===== config.mk =====
export PLATFORM = sky130hd
export DESIGN_NAME = sec_alarm_rtc
export DESIGN_NICKNAME = d
export VERILOG_FILES = /design/src/rtl/sec_alarm_pkg.sv /design/src/rtl/sar_rst_sync.sv /design/src/rtl/sar_counters.sv /design/src/rtl/sar_match_chan.sv /design/src/rtl/sar_events.sv /design/src/rtl/sec_alarm_rtc.sv
export SDC_FILE = /design/constraint.sdc
export NUM_CORES = 1
export LEC_CHECK = 0
export ABC_CLOCK_PERIOD_IN_PS = 7500
export BUFFER_PORTS_ARGS = -buffer_cell sky130_fd_sc_hd__buf_2
export CAP_MARGIN = 40
export CORE_MARGIN = 5
export CORE_UTILIZATION = 40
export DETAILED_ROUTE_END_ITERATION = 12
export PLACE_DENSITY_LB_ADDON = 0.2
export SETUP_SLACK_MARGIN = 0.5
export SLEW_MARGIN = 10
export SYNTH_ARGS = -nofsm -noshare
export SYNTH_HDL_FRONTEND = slang
export SYNTH_SLANG_ARGS = --single-unit

===== constraint.sdc =====
create_clock -name clk -period 7.5 [get_ports clk]
set_clock_uncertainty 0.2 [all_clocks]
set_input_delay 0.75 -clock clk [delete_from_list [all_inputs] [get_ports clk]]
set_output_delay 0.75 -clock clk [all_outputs]
set_load 0.05 [all_outputs]

===== src/rtl/sec_alarm_pkg.sv =====
package sec_alarm_pkg;

  localparam int unsigned DATA_W   = 32;
  localparam int unsigned NUM_CMP  = 2;
  localparam int unsigned NUM_EVT  = NUM_CMP + 1;
  localparam logic [31:0] TAG_SIG  = 32'hB5C1_3F27;

  // word slot indices (byte address >> 2); software relies on these
  typedef enum logic [2:0] {
    SLOT_UP   = 3'd0,
    SLOT_DN   = 3'd1,
    SLOT_CMP0 = 3'd2,
    SLOT_CMP1 = 3'd3,
    SLOT_CFG  = 3'd4,
    SLOT_EVT  = 3'd5,
    SLOT_TAG  = 3'd6,
    SLOT_NONE = 3'd7
  } slot_e;

  // configuration bit positions
  localparam int unsigned CFG_IRQ0  = 0;
  localparam int unsigned CFG_IRQ1  = 1;
  localparam int unsigned CFG_WAKE0 = 2;
  localparam int unsigned CFG_WAKE1 = 3;
  localparam int unsigned CFG_SRST  = 4;
  localparam int unsigned CFG_HALT  = 6;
  localparam int unsigned CFG_FORCE = 7;

  // event bit positions
  localparam int unsigned EVT_WAKE  = 2;

endpackage


===== src/rtl/sar_rst_sync.sv =====
module sar_rst_sync #(
  parameter int unsigned STAGES = 2
) (
  input  logic clk,
  input  logic rst_n,
  output logic rst_sync_n
);

  logic [STAGES-1:0] sync_q;
  logic [STAGES-1:0] sync_d;

  always_comb begin
    sync_d = {sync_q[STAGES-2:0], 1'b1};
  end

  always_ff @(posedge clk or negedge rst_n) begin
    if (!rst_n) sync_q <= '0;
    else        sync_q <= sync_d;
  end

  assign rst_sync_n = sync_q[STAGES-1];

endmodule


===== src/rtl/sar_counters.sv =====
module sar_counters #(
  parameter int unsigned W = 32
) (
  input  logic         clk,
  input  logic         rst_n,
  input  logic         tick_en,
  input  logic         halt,
  input  logic         clr,
  input  logic         ld_up,
  input  logic         ld_dn,
  input  logic [W-1:0] wdata,
  output logic [W-1:0] up_q,
  output logic [W-1:0] dn_q
);

  localparam logic [W-1:0] UP_INIT = '0;
  localparam logic [W-1:0] DN_INIT = '1;
  localparam logic [W-1:0] ONE     = {{(W-1){1'b0}}, 1'b1};

  logic         adv;
  logic         up_ce, dn_ce;
  logic [W-1:0] up_d, dn_d;

  assign adv = tick_en & ~halt;

  always_comb begin
    up_ce = clr | ld_up | adv;
    dn_ce = clr | ld_dn | adv;
    if (clr) begin
      up_d = UP_INIT;
      dn_d = DN_INIT;
    end else begin
      up_d = ld_up ? wdata : up_q + ONE;
      dn_d = ld_dn ? wdata : dn_q - ONE;
    end
  end

  always_ff @(posedge clk or negedge rst_n) begin
    if (!rst_n) begin
      up_q <= UP_INIT;
      dn_q <= DN_INIT;
    end else begin
      if (up_ce) up_q <= up_d;
      if (dn_ce) dn_q <= dn_d;
    end
  end

endmodule


===== src/rtl/sar_match_chan.sv =====
module sar_match_chan #(
  parameter int unsigned W = 32
) (
  input  logic         clk,
  input  logic         rst_n,
  input  logic         ld,
  input  logic [W-1:0] wdata,
  input  logic [W-1:0] up_cnt,
  output logic [W-1:0] cmp_q,
  output logic         hit
);

  localparam logic [W-1:0] CMP_INIT = '1;

  logic [W-1:0] cmp_d;

  always_comb begin
    cmp_d = ld ? wdata : cmp_q;
  end

  always_ff @(posedge clk or negedge rst_n) begin
    if (!rst_n)  cmp_q <= CMP_INIT;
    else if (ld) cmp_q <= cmp_d;
  end

  assign hit = (up_cnt == cmp_q);

endmodule


===== src/rtl/sar_events.sv =====
module sar_events #(
  parameter int unsigned NC = 2
) (
  input  logic          clk,
  input  logic          rst_n,
  input  logic [NC-1:0] hit,
  input  logic [NC-1:0] irq_en,
  input  logic [NC-1:0] wake_en,
  input  logic          force_wake,
  input  logic          clr_en,
  input  logic [NC:0]   clr_mask,
  output logic [NC:0]   evt_q,
  output logic          irq_o,
  output logic          wake_o
);

  logic [NC:0] set_v;
  logic [NC:0] clr_v;
  logic [NC:0] evt_d;

  always_comb begin
    set_v[NC-1:0] = hit;
    set_v[NC]     = |(hit & wake_en);
    clr_v         = clr_en ? clr_mask : '0;
    // a set arriving in the same cycle as a clear is kept
    evt_d         = set_v | (evt_q & ~clr_v);
  end

  always_ff @(posedge clk or negedge rst_n) begin
    if (!rst_n) evt_q <= '0;
    else        evt_q <= evt_d;
  end

  assign irq_o  = |(evt_q[NC-1:0] & irq_en);
  assign wake_o = (|(evt_q[NC-1:0] & wake_en)) | force_wake;

endmodule


===== src/rtl/sec_alarm_rtc.sv =====
module sec_alarm_rtc
  import sec_alarm_pkg::*;
#(
  parameter int unsigned W      = DATA_W,
  parameter int unsigned ADDR_W = 5,
  parameter logic [W-1:0] TAG   = TAG_SIG
) (
  input  logic              clk,
  input  logic              rst_n,
  input  logic              tick_en,
  input  logic              bus_sel,
  input  logic              bus_wr,
  input  logic [ADDR_W-1:0] bus_addr,
  input  logic [W-1:0]      bus_wdata,
  output logic [W-1:0]      bus_rdata,
  output logic              irq_o,
  output logic              wake_o,
  output logic              inited_o
);

  localparam int unsigned IDX_W  = ADDR_W - 2;
  localparam int unsigned NSLOT  = 1 << IDX_W;
  localparam int unsigned NC     = NUM_CMP;

  logic rst_q_n;

  sar_rst_sync #(.STAGES(2)) u_rst (
    .clk        (clk),
    .rst_n      (rst_n),
    .rst_sync_n (rst_q_n)
  );

  // ---------------- decode ----------------
  logic [IDX_W-1:0] idx;
  logic [NSLOT-1:0] wr_stb;
  logic             unused_addr;

  assign idx         = bus_addr[ADDR_W-1:2];
  assign unused_addr = ^bus_addr[1:0];

  for (genvar s = 0; s < NSLOT; s++) begin : g_dec
    assign wr_stb[s] = bus_sel & bus_wr & (idx == IDX_W'(s));
  end

  // ---------------- configuration ----------------
  logic [NC-1:0] cfg_irq_en_q, cfg_irq_en_d;
  logic [NC-1:0] cfg_wake_en_q, cfg_wake_en_d;
  logic          cfg_halt_q, cfg_halt_d;
  logic          cfg_force_q, cfg_force_d;
  logic          cfg_srst_q, cfg_srst_d;
  logic          wr_cfg;
  logic          srst_pulse;

  assign wr_cfg     = wr_stb[SLOT_CFG];
  assign srst_pulse = wr_cfg & bus_wdata[CFG_SRST];

  always_comb begin
    cfg_irq_en_d  = cfg_irq_en_q;
    cfg_wake_en_d = cfg_wake_en_q;
    cfg_halt_d    = cfg_halt_q;
    cfg_force_d   = cfg_force_q;
    cfg_srst_d    = srst_pulse;
    if (wr_cfg) begin
      cfg_irq_en_d  = {bus_wdata[CFG_IRQ1], bus_wdata[CFG_IRQ0]};
      cfg_wake_en_d = {bus_wdata[CFG_WAKE1], bus_wdata[CFG_WAKE0]};
      cfg_halt_d    = bus_wdata[CFG_HALT];
      cfg_force_d   = bus_wdata[CFG_FORCE];
    end
  end

  always_ff @(posedge clk or negedge rst_q_n) begin
    if (!rst_q_n) begin
      cfg_irq_en_q  <= '0;
      cfg_wake_en_q <= '0;
      cfg_halt_q    <= 1'b0;
      cfg_force_q   <= 1'b0;
      cfg_srst_q    <= 1'b0;
    end else begin
      cfg_srst_q <= cfg_srst_d;
      if (wr_cfg) begin
        cfg_irq_en_q  <= cfg_irq_en_d;
        cfg_wake_en_q <= cfg_wake_en_d;
        cfg_halt_q    <= cfg_halt_d;
        cfg_force_q   <= cfg_force_d;
      end
    end
  end

  // ---------------- counters ----------------
  logic [W-1:0] up_q, dn_q;

  sar_counters #(.W(W)) u_cnt (
    .clk     (clk),
    .rst_n   (rst_q_n),
    .tick_en (tick_en),
    .halt    (cfg_halt_q),
    .clr     (srst_pulse),
    .ld_up   (wr_stb[SLOT_UP]),
    .ld_dn   (wr_stb[SLOT_DN]),
    .wdata   (bus_wdata),
    .up_q    (up_q),
    .dn_q    (dn_q)
  );

  // ---------------- compare channels ----------------
  logic [NC-1:0][W-1:0] cmp_q;
  logic [NC-1:0]        hit;

  for (genvar c = 0; c < NC; c++) begin : g_cmp
    sar_match_chan #(.W(W)) u_chan (
      .clk    (clk),
      .rst_n  (rst_q_n),
      .ld     (wr_stb[SLOT_CMP0 + c]),
      .wdata  (bus_wdata),
      .up_cnt (up_q),
      .cmp_q  (cmp_q[c]),
      .hit    (hit[c])
    );
  end

  // ---------------- events ----------------
  logic [NC:0] evt_q;
  logic        evt_clr;

  assign evt_clr = wr_stb[SLOT_EVT];

  sar_events #(.NC(NC)) u_evt (
    .clk        (clk),
    .rst_n      (rst_q_n),
    .hit        (hit),
    .irq_en     (cfg_irq_en_q),
    .wake_en    (cfg_wake_en_q),
    .force_wake (cfg_force_q),
    .clr_en     (evt_clr),
    .clr_mask   (bus_wdata[NC:0]),
    .evt_q      (evt_q),
    .irq_o      (irq_o),
    .wake_o     (wake_o)
  );

  // ---------------- setup tag ----------------
  logic [W-1:0] tag_q, tag_d;
  logic         wr_tag;

  assign wr_tag = wr_stb[SLOT_TAG];

  always_comb begin
    tag_d = wr_tag ? bus_wdata : tag_q;
  end

  always_ff @(posedge clk or negedge rst_q_n) begin
    if (!rst_q_n)    tag_q <= '0;
    else if (wr_tag) tag_q <= tag_d;
  end

  assign inited_o = (tag_q == TAG);

  // ---------------- read mux ----------------
  logic [W-1:0] cfg_rd;

  always_comb begin
    cfg_rd = '0;
    cfg_rd[CFG_IRQ0]  = cfg_irq_en_q[0];
    cfg_rd[CFG_IRQ1]  = cfg_irq_en_q[1];
    cfg_rd[CFG_WAKE0] = cfg_wake_en_q[0];
    cfg_rd[CFG_WAKE1] = cfg_wake_en_q[1];
    cfg_rd[CFG_SRST]  = cfg_srst_q;
    cfg_rd[CFG_HALT]  = cfg_halt_q;
    cfg_rd[CFG_FORCE] = cfg_force_q;
  end

  always_comb begin
    unique case (slot_e'(idx))
      SLOT_UP:   bus_rdata = up_q;
      SLOT_DN:   bus_rdata = dn_q;
      SLOT_CMP0: bus_rdata = cmp_q[0];
      SLOT_CMP1: bus_rdata = cmp_q[1];
      SLOT_CFG:  bus_rdata = cfg_rd;
      SLOT_EVT:  bus_rdata = W'(evt_q);
      SLOT_TAG:  bus_rdata = tag_q;
      default:   bus_rdata = '0;
    endcase
  end

endmodule


== After elaboration in Yosys (flattened, before gate mapping) ==
Index checks and enable logic that the tools add are counted.

* Register bits: 172
* Output and inout bits: 35
* Word-level logic and storage cells: 55
* Memory bits (writable): 0
* Memories kept: 0
* Bits in latches: 0
* Bits in read-only memories: 0

* Magnitude comparators: 0
* Divide/modulo/power cells: 0
* Reductions and logical operators: 4
* $add $sub $neg: 2
* Muxes and demuxes: 6
* Multiply operators: 0
* Bitwise gates (word level): 22
* Equal/unequal tests: 9
* Shifts and indexed selects: 0

{| class="wikitable"
|+ Operators by type and width
! kind !! number
|-
| $pmux W32 S7 || 1
|-
| $mux W32 || 4
|-
| $eq A32 B32 Y1 || 2
|-
| $add A32 B1 Y32 const B || 1
|-
| $eq A32 B32 Y1 const B || 1
|-
| $sub A32 B1 Y32 const B || 1
|-
| $and A1 B1 Y1 || 10
|-
| $eq A3 B3 Y1 const B || 3
|-
| $and A2 B2 Y2 || 3
|-
| $eq A3 B2 Y1 const B || 2
|-
| $reduce_or A2 Y1 || 3
|-
| $or A1 B1 Y1 || 5
|-
| $and A3 B3 Y3 || 1
|-
| $eq A3 B1 Y1 const B || 1
|-
| $logic_not A3 Y1 || 1
|-
| $mux W3 || 1
|-
| $not A3 Y3 || 1
|-
| $or A3 B3 Y3 || 1
|-
| $not A1 Y1 || 1
|}

== Longest topological paths before layout ==
Gate-level depths: netlist of run 1.

* Depth in word-level cells: 6
* Depth in mapped cells: 8
* Mapped depth without buffers: 7

== Cells and area by module ==
Synthesis of run 1 repeated with hierarchy kept, for this count alone.

* Cell total of the unflattened synthesis: 992
* Area total of the unflattened synthesis: 10462.5 sq um

{| class="wikitable"
|+ By module, submodules not included
! module !! cells an instance !! area each (sq um) !! instances !! sequential area each (sq um)
|-
| sar_counters || 450 || 3981.3 || 1 || 1641.6
|-
| sar_match_chan || 111 || 1575.3 || 2 || 840.8
|-
| sec_alarm_rtc || 306 || 3143.0 || 1 || 975.9
|-
| sar_events || 11 || 133.9 || 1 || 75.1
|-
| sar_rst_sync || 3 || 53.8 || 1 || 50.0
|}

== Least setup slack after synthesis of run 1 ==
OpenSTA, ideal clock, no wires.

* Path kind: in2out
* Start point: in bus_addr[2]
* End point: out bus_rdata[8]
* Required time: 6550 ps
* Setup slack: 3708 ps
* Cell stages on the path: 5
* Buffers on the path: 2
* Arrival: 2842 ps
* Path through: buf_4 -> clkbuf_1 -> mux4_1 -> inv_1 -> o21ai_0

* Word-level cells in the longest chain between the ends: 2
* Elaborated cells between the ends (all ways): 8
* Classes of those cells: eq/ne: 6; mux: 1; reduce/logical: 1

{| class="wikitable"
|+ RTL lines
! item !! line !! source
|-
| start, declared || sec_alarm_rtc.sv:13 || <nowiki>input logic [ADDR_W-1:0] bus_addr,</nowiki>
|-
| $eq A3 B3 Y1, or another cell as far along || sec_alarm_rtc.sv:173 || <nowiki>unique case (slot_e'(idx))</nowiki>
|-
| $pmux W32 S7 * || sec_alarm_rtc.sv:173 ||
|-
| end, declared || sec_alarm_rtc.sv:15 || <nowiki>output logic [W-1:0] bus_rdata,</nowiki>
|}

Every way passes the cells marked *; elsewhere a longest branch is shown, timed or not.

== Worst setup path in the final report of run 1 ==
* Start point: in bus_addr[3]
* End point: out bus_rdata[0]

The elaborated chain is that of the path after synthesis.

==> results of run 1 <==
[flip-flops by register name (all words and copies together), names as in the netlist]
register,flops
g_cmp.u_chan.cmp_q,64
tag_q,32
u_cnt.dn_q,32
u_cnt.up_q,32
u_evt.evt_q,3
cfg_irq_en_q,2
cfg_wake_en_q,2
u_rst.sync_q,2
cfg_force_q,1
cfg_halt_q,1
cfg_srst_q,1
[repair_timing]
item,in CTS,in global routing
hold buffers,1,0
endpoints found under the hold margin,2,0
resized for setup,0,0
[synthesized netlist by cell type, types with 5 or more instances]
master	count	area [um2]
mux2_2	107	1200
dfstp_2	96	2520
xor2_1	77	674
dfrtp_1	76	1900
o21ai_0	66	330
nand2_1	65	244
nor2_1	59	221
clkbuf_1	47	176
xnor2_1	35	307
nor4_1	34	213
inv_1	32	120
a21oi_1	31	155
mux4_2	25	563
nand3_1	24	120
nand4_1	22	138
nor3_1	15	75.1
a211oi_1	12	90.1
mux2i_1	9	90.1
buf_1	8	30.0
buf_2	8	40.0
buf_4	8	60.1
o211ai_1	8	60.1
or4_1	8	60.1
a22oi_1	7	52.6
buf_6	7	78.8
and3_1	6	37.5
or3_1	6	37.5
nand4b_1	5	43.8
[worst max-delay path by stage]
stage                    to  slack (ps)             from  cells after the start
6_report       bus_rdata[0]        3430      bus_addr[3]                      7
5_1_grt        bus_rdata[0]        3340      bus_addr[3]                      7
4_1_cts        bus_rdata[0]        3460      bus_addr[3]                      7
3_5_place_dp   bus_rdata[0]        3490      bus_addr[3]                      7
3_3_place_gp   bus_rdata[0]        3490      bus_addr[3]                      7
2_1_floorplan   cfg_force_q        2320  u_rst.sync_q[1]                      0
[final cells by class]
cell class	count	area [um2]
Fill cell	2366	13700
Timing Repair Buffer	95	554
Inverter	32	120
Multi-Input combinational cell	683	5320
Clock inverter	15	260
Tap cell	330	413
Sequential cell	172	4430
Clock buffer	17	425
[through the flow]
| stage | instances | cell area (um2) | utilization | hold WS [ps] |
|---|---|---|---|---|
| after global routing | 1344 | 11500 | 0.458 | 160 |
| final | 1344 | 11500 | 0.458 | 151 |
| after CTS | 1344 | 11500 | 0.458 | 154 |
| after floorplan | 965 | 10200 | - | 131 |
| after global placement | 1306 | 10800 | 0.428 | 137 |
| after detailed placement | 1311 | 10800 | 0.430 | 138 |
[kinds of logic (layout without fill, tap and decap cells)]
kind of cell,Yosys count,after routing,synth area share
simple gates,281,281,0.149
flops,172,172,0.433
compound gates,145,145,0.0857
mux,142,142,0.184
xor+xnor,112,112,0.0959
buf+inv,110,159,0.0494
fa+ha+maj,2,2,0.00245
other cells,1,1,0.000367
[per-layer routing]
layer  vias to the layer above  routed length (um)  GRT usage  part of all wire
met4                         0                 667     0.0627             0.021
li1                       3548                   -          -                 -
met3                        25                1860     0.0446             0.060
met1                      3962               14700      0.322              0.47
met2                       265               14100      0.336              0.45
met5                         -                   0          0                 0
[worst max-delay path: cells and delay by family]
kind	cells	cell delay (ps)
buffers and inverters	3	1330
AOI/OAI and AO/OA	3	490
and+or+nand+nor	1	510
[power by group through the flow]
stage               Clock, W  Combinational, W  Sequential (W)
CTS                  0.00106           0.00101         0.00161
finish               0.00104           0.00101         0.00161
global placement           0          0.000993         0.00161
global route         0.00110           0.00109         0.00165
floorplan                  0          0.000872         0.00145
detailed placement         0           0.00100         0.00162
[placed cells by master, fill, tap and decap left out, types with 6 or more instances in the layout]
master	n
clkbuf_16	17
a21oi_1	31
bufinv_16	6
inv_1	32
xnor2_1	35
o21ai_0	66
mux2_2	107
mux4_2	25
or4_1	8
buf_2	76
xor2_1	77
nand4_1	22
or3_1	6
dfrtp_1	75
dfstp_2	96
nand2_1	64
mux2i_1	9
nand3_1	24
buf_4	15
nor2_1	57
a211oi_1	12
o211ai_1	8
a22oi_1	7
and3_1	6
nor4_1	34
nor3_1	12
==> results.md, run 1 <==
* Count of final max-slew check failures at 0
* Power Density at 318 mW/mm2
* P_leak at 4.64 nW
* Layout cells sized above 1 at 0.369
* Antenna Nets Post-Route at 0
* Net switching power at 0.00131 W
* Critical setup path kind: input port to output port
* Syn nets at 1009
* Fin crit share at 0.543
* Clk sinks at 172
* Pin count of the biggest net entering global routing at 53
* R2r startpoint: u_cnt.up_q[2]
* Core Region at 0.0252 mm2
* Internal power at 0.00235 W
* Drt total wl at 31300 um
* Final Hold Vio Count at 0
* Sequential share of power at 0.440
* Clk_lat worst skew at 430 ps
* Clock root buffer: clkbuf_16
* Post-DR wirelength/cell at 23.3 um
* Post-DP HPWL at 22000 um
* Ports at 77
* Worst Path Arrival at 3120 ps
* ANT cells at 0
* H-tree depth at 4
* Routability cong. at 0.831
* Max cap viols at 0
* Status: finished clean
* CP max stage cell: buf_2
* Synth warn at 0
* Worst Path Required at 6550 ps
* Grt ovf at 0
* Clock power share at 0.285
* Pre-CTS setup slack at 3490 ps
* Final setup fails at 0
* Synth Area per Inst at 10.6 um2
* CTS tree: built
* Die Span X at 170 um
* Critical path peak fanout at 26
* Total Power at 0.00366 W
* RSZ-0062 raised after global routing: false
* Core Rows at 58
* Global Route Usage Sum at 0.221
* Hold wc startpoint: u_rst.sync_q[0]
* Initial antenna violation count at 0
* Worst path most repeated cell: buf_2
* DRT iter0 DRCs at 612
* Slew @ Worst Pin at 854 ps
* Post-CTS Setup Repair Bufs at 0
* FF-to-FF End: u_cnt.up_q[31]
* DRC viols at 0
* Crit path time final at 4070 ps
* Top FF cell, synth: dfstp_2
* Library cells used by synthesis at 66
* Post-synthesis sequential area ratio at 0.433
* Worst-path cell chain: buf_2, buf_4, nor2b_1, a22oi_1, a21oi_1, a221o_1, buf_2
* DR vias at 7800
* Setup_tns at 0 ps
* Largest stage delay on the critical path at 600 ps
* CTS buffer count at 17
* FF-to-FF setup slack at 4780 ps
* Register bit count reported by yosys at 172
* Hold Crit Depth at 0
* Ys async rst share at 1.00
* Initial DRT Pass Iterations at 5
* CTS clk-pin slew, worst paths at 70 ps
* Vias in the first global route at 7827
* Area growth from synthesis to final layout at 12.7%
* Post-synth EDFFs at 0
* Sw Ratio at 0.357
* Synthesized netlist cell count at 965
* Mapped Area at 0.0102 mm2
* CP Launch Type: input port
* Starting Density at 0.406
* Relative slew margins at 0.429
* Global-route wire length before repair at 48700 um
* Min-Delay Endpoint: u_rst.sync_q[1]
* Die height at 170 um
* I/O Buffers at 74
* Cells on worst reg2reg path at 5
* Hold/Removal Path Class: register to register
* CTS Buffer Depth at 2
* Nets at 1045
* Fmax at 246 MHz
* CP endpoint kind: output port
* Combinational fraction of design power at 0.275
* Vias per cell at 5.80
* Peak supply drop at 0.000142 V
* Setup ws final at 3430 ps
* Die area at 0.0289 mm2
(Power assumes the default switching activity.)
==> inputs of run 2 (changes only) <==
--- a/config.mk
+++ b/config.mk
@@ -5,7 +5,7 @@
 export SDC_FILE = /design/constraint.sdc
 export NUM_CORES = 1
 export LEC_CHECK = 0
-export ABC_CLOCK_PERIOD_IN_PS = 7500
+export ABC_CLOCK_PERIOD_IN_PS = 3300
 export BUFFER_PORTS_ARGS = -buffer_cell sky130_fd_sc_hd__buf_2
 export CAP_MARGIN = 40
 export CORE_MARGIN = 5
==> constraint.sdc (replaced) <==
create_clock -name clk -period 3.3 [get_ports clk]
set_clock_uncertainty 0.2 [all_clocks]
set_input_delay 0.33 -clock clk [delete_from_list [all_inputs] [get_ports clk]]
set_output_delay 0.33 -clock clk [all_outputs]
set_load 0.05 [all_outputs]
==> run 2 against run 1 <==
Net effect:
- sequential power is 130% higher
- clock power is 92% higher
- hold slack worse by 140 ps
- count of clock-buffer cells in the layout is 4 higher
- worst setup slack worse by 2800 ps
- first-iteration DRC count is 9.6% lower
- final cell count is 1.4% higher
- utilization is 0.45 points higher
- via count is 0.86% higher
==> results.md, run 2 (synthesis results as in run 1) <==
* Vias per cell at 5.77 (-0.55%)
* Count of final max-slew check failures at 0 (unchanged)
* Die area at 0.0289 mm2 (unchanged)
* Critical setup path kind: register to output port
* Global Route Usage Sum at 0.219 (-0.00219)
* DRT iter0 DRCs at 553 (-9.6%)
* P_leak at 4.68 nW (+0.80%)
* Layout cells sized above 1 at 0.371 (+0.00193)
* Worst Path Required at 2770 ps (-3780 ps)
* ANT cells at 0 (unchanged)
* RSZ-0062 raised after global routing: false
* Power Density at 687 mW/mm2 (+120%)
* Clock root buffer: clkbuf_16
* Die height at 170 um (unchanged)
* Largest stage delay on the critical path at 400 ps (-200 ps)
* Final setup fails at 0 (unchanged)
* CP Launch Type: register
* Peak supply drop at 0.000352 V (+150%)
* Starting Density at 0.406 (unchanged)
* Max cap viols at 0 (unchanged)
* Ports at 77 (unchanged)
* Core Rows at 58 (unchanged)
* Fin cells at 1363 (+1.4%)
* Final Hold Vio Count at 0 (unchanged)
* Most frequent cells in the layout: 107 x mux2_2, 96 x dfstp_2, 77 x xor2_1, 75 x dfrtp_1, 73 x buf_2
* CTS clk-pin slew, worst paths at 70 ps (about the same)
* Die Span X at 170 um (unchanged)
* Drt total wl at 31000 um (-0.86%)
* Nets at 1064 (+1.8%)
* CP max stage cell: nand4_1
* Clk sinks at 172 (unchanged)
* Post-DP HPWL at 22100 um (+0.28%)
* Fin crit share at 0.820
* Pin count of the biggest net entering global routing at 54 (+1.9%)
* Max reg flops at 64 (unchanged)
* Crit path time final at 2710 ps
* DR vias at 7867 (+0.86%)
* Antenna Nets Post-Route at 0 (unchanged)
* Fill cells at 2361 (-0.21%)
* Hold/Removal Path Class: input port to register
* CTS tree: built
* Relative slew margins at 0.488 (+0.0588)
* CP endpoint kind: output port
* Routability cong. at 0.876 (+5.4%)
* Initial antenna violation count at 0 (unchanged)
* Critical path peak fanout at 3 (-88%)
* Vias in the first global route at 7915 (+1.1%)
* Worst-path cell chain: nor4b_1, nand4_1, nor4_2, buf_2
* CTS Buffer Depth at 2 (unchanged)
* H-tree depth at 4 (unchanged)
* CTS buffer count at 17 (unchanged)
* Post-DR wirelength/cell at 22.8 um (-2.2%)
* Setup_tns at 0 ps (unchanged)
* Area growth from synthesis to final layout at 13.8%
* Core Region at 0.0252 mm2 (unchanged)
* Top reg by flops: g_cmp.u_chan.cmp_q
* Total placed cells including tap cells at 1321 (+0.76%)
* Fmax at 370 MHz
* Initial DRT Pass Iterations at 5 (unchanged)
* Status: finished clean
* DRC viols at 0 (unchanged)
* Worst Path Arrival at 2180 ps (-940 ps)
* Commonest non-fill, non-tap cell in the layout: mux2_2
* Slew @ Worst Pin at 768 ps (-86.4 ps)
* Global-route wire length before repair at 48300 um (-0.82%)
* I/O Buffers at 74 (unchanged)
* Grt ovf at 0 (unchanged)
* Clk_lat worst skew at 430 ps (about the same)
==> run 2: cell types whose count changed in the layout (fill, tap and decap cells not counted), sizes merged <==
cell / change
clkinvlp: +4
dlygate4sd3: +9
clkinv: -1
clkbuf: +5
buf: +9
inv: -3
bufinv: -4
==> run 2: final cells by class <==
| cell class | count | area [um2] | area share |
|---|---|---|---|
| Clock buffer | 21 | 450 | 0.0387 |
| Clock inverter | 11 | 121 | 0.0104 |
| Inverter | 32 | 120 | 0.0103 |
| Multi-Input combinational cell | 683 | 5330 | 0.458 |
| Sequential cell | 172 | 4430 | 0.381 |
| Tap cell | 330 | 413 | 0.0355 |
| Timing Repair Buffer | 114 | 773 | 0.0665 |
==> run 2: where the power goes <==
part	switching [W]	internal, W
Combinational	0.00126	0.00105
Sequential	0.000787	0.00289
Clock	0.000867	0.00113
Total	0.00292	0.00507
==> run 2: critical path: cells and delay by family (launching register included) <==
family        cells  cell delay [ps]
simple gates      3             1040
flops             1              390
buf+inv           1              320
==> run 2: path summary, 6_finish.rpt <==
path                                  from              end  slack, ps  depth (start not counted)
min in group asynchronous  u_rst.sync_q[1]        tag_q[28]        210                          0
max reg2reg                  u_cnt.up_q[2]   u_cnt.up_q[31]        650                          5
max in group asynchronous  u_rst.sync_q[1]   u_cnt.dn_q[10]       1830                          1
min reg2reg                u_rst.sync_q[0]  u_rst.sync_q[1]        150                          0
min                          bus_wdata[21]        tag_q[21]         10                          2
max                              tag_q[17]         inited_o        590                          4
==> run 2: metrics by stage <==
step / power (W) / setup slack [ps] / utilization / hold WS [ps] / cell area, um2
3_5_place_dp: 0.00600 / 498 / 0.435 / -79.9 / 11000
6_report: 0.00799 / 595 / 0.462 / 13.6 / 11600
2_1_floorplan: 0.00529 / 672 / - / -166 / 10200
5_1_grt: 0.00842 / 532 / 0.462 / 2.62 / 11600
4_1_cts: 0.00804 / 569 / 0.462 / 1.03 / 11600
3_3_place_gp: 0.00596 / 501 / 0.435 / -85.0 / 11000
==> run 2: repair_timing <==
item                                    4_1_cts  5_1_grt
endpoints found under the hold margin        21        0
hold buffers                                 10        0
gates cloned                                  0        0
pin swaps                                     0        0
buffers inserted                              0        0
resized for setup                             1        1
endpoints found under the setup margin        1        2
==> run 2: layer usage <==
| layer | up-vias | track usage | wire length, um |
|---|---|---|---|
| met2 | 242 | 0.337 | 14200 |
| met4 | 0 | 0.0557 | 604 |
| met5 | - | 0 | 0 |
| met1 | 4002 | 0.315 | 14300 |
| li1 | 3592 | - | - |
| met3 | 31 | 0.0497 | 1990 |
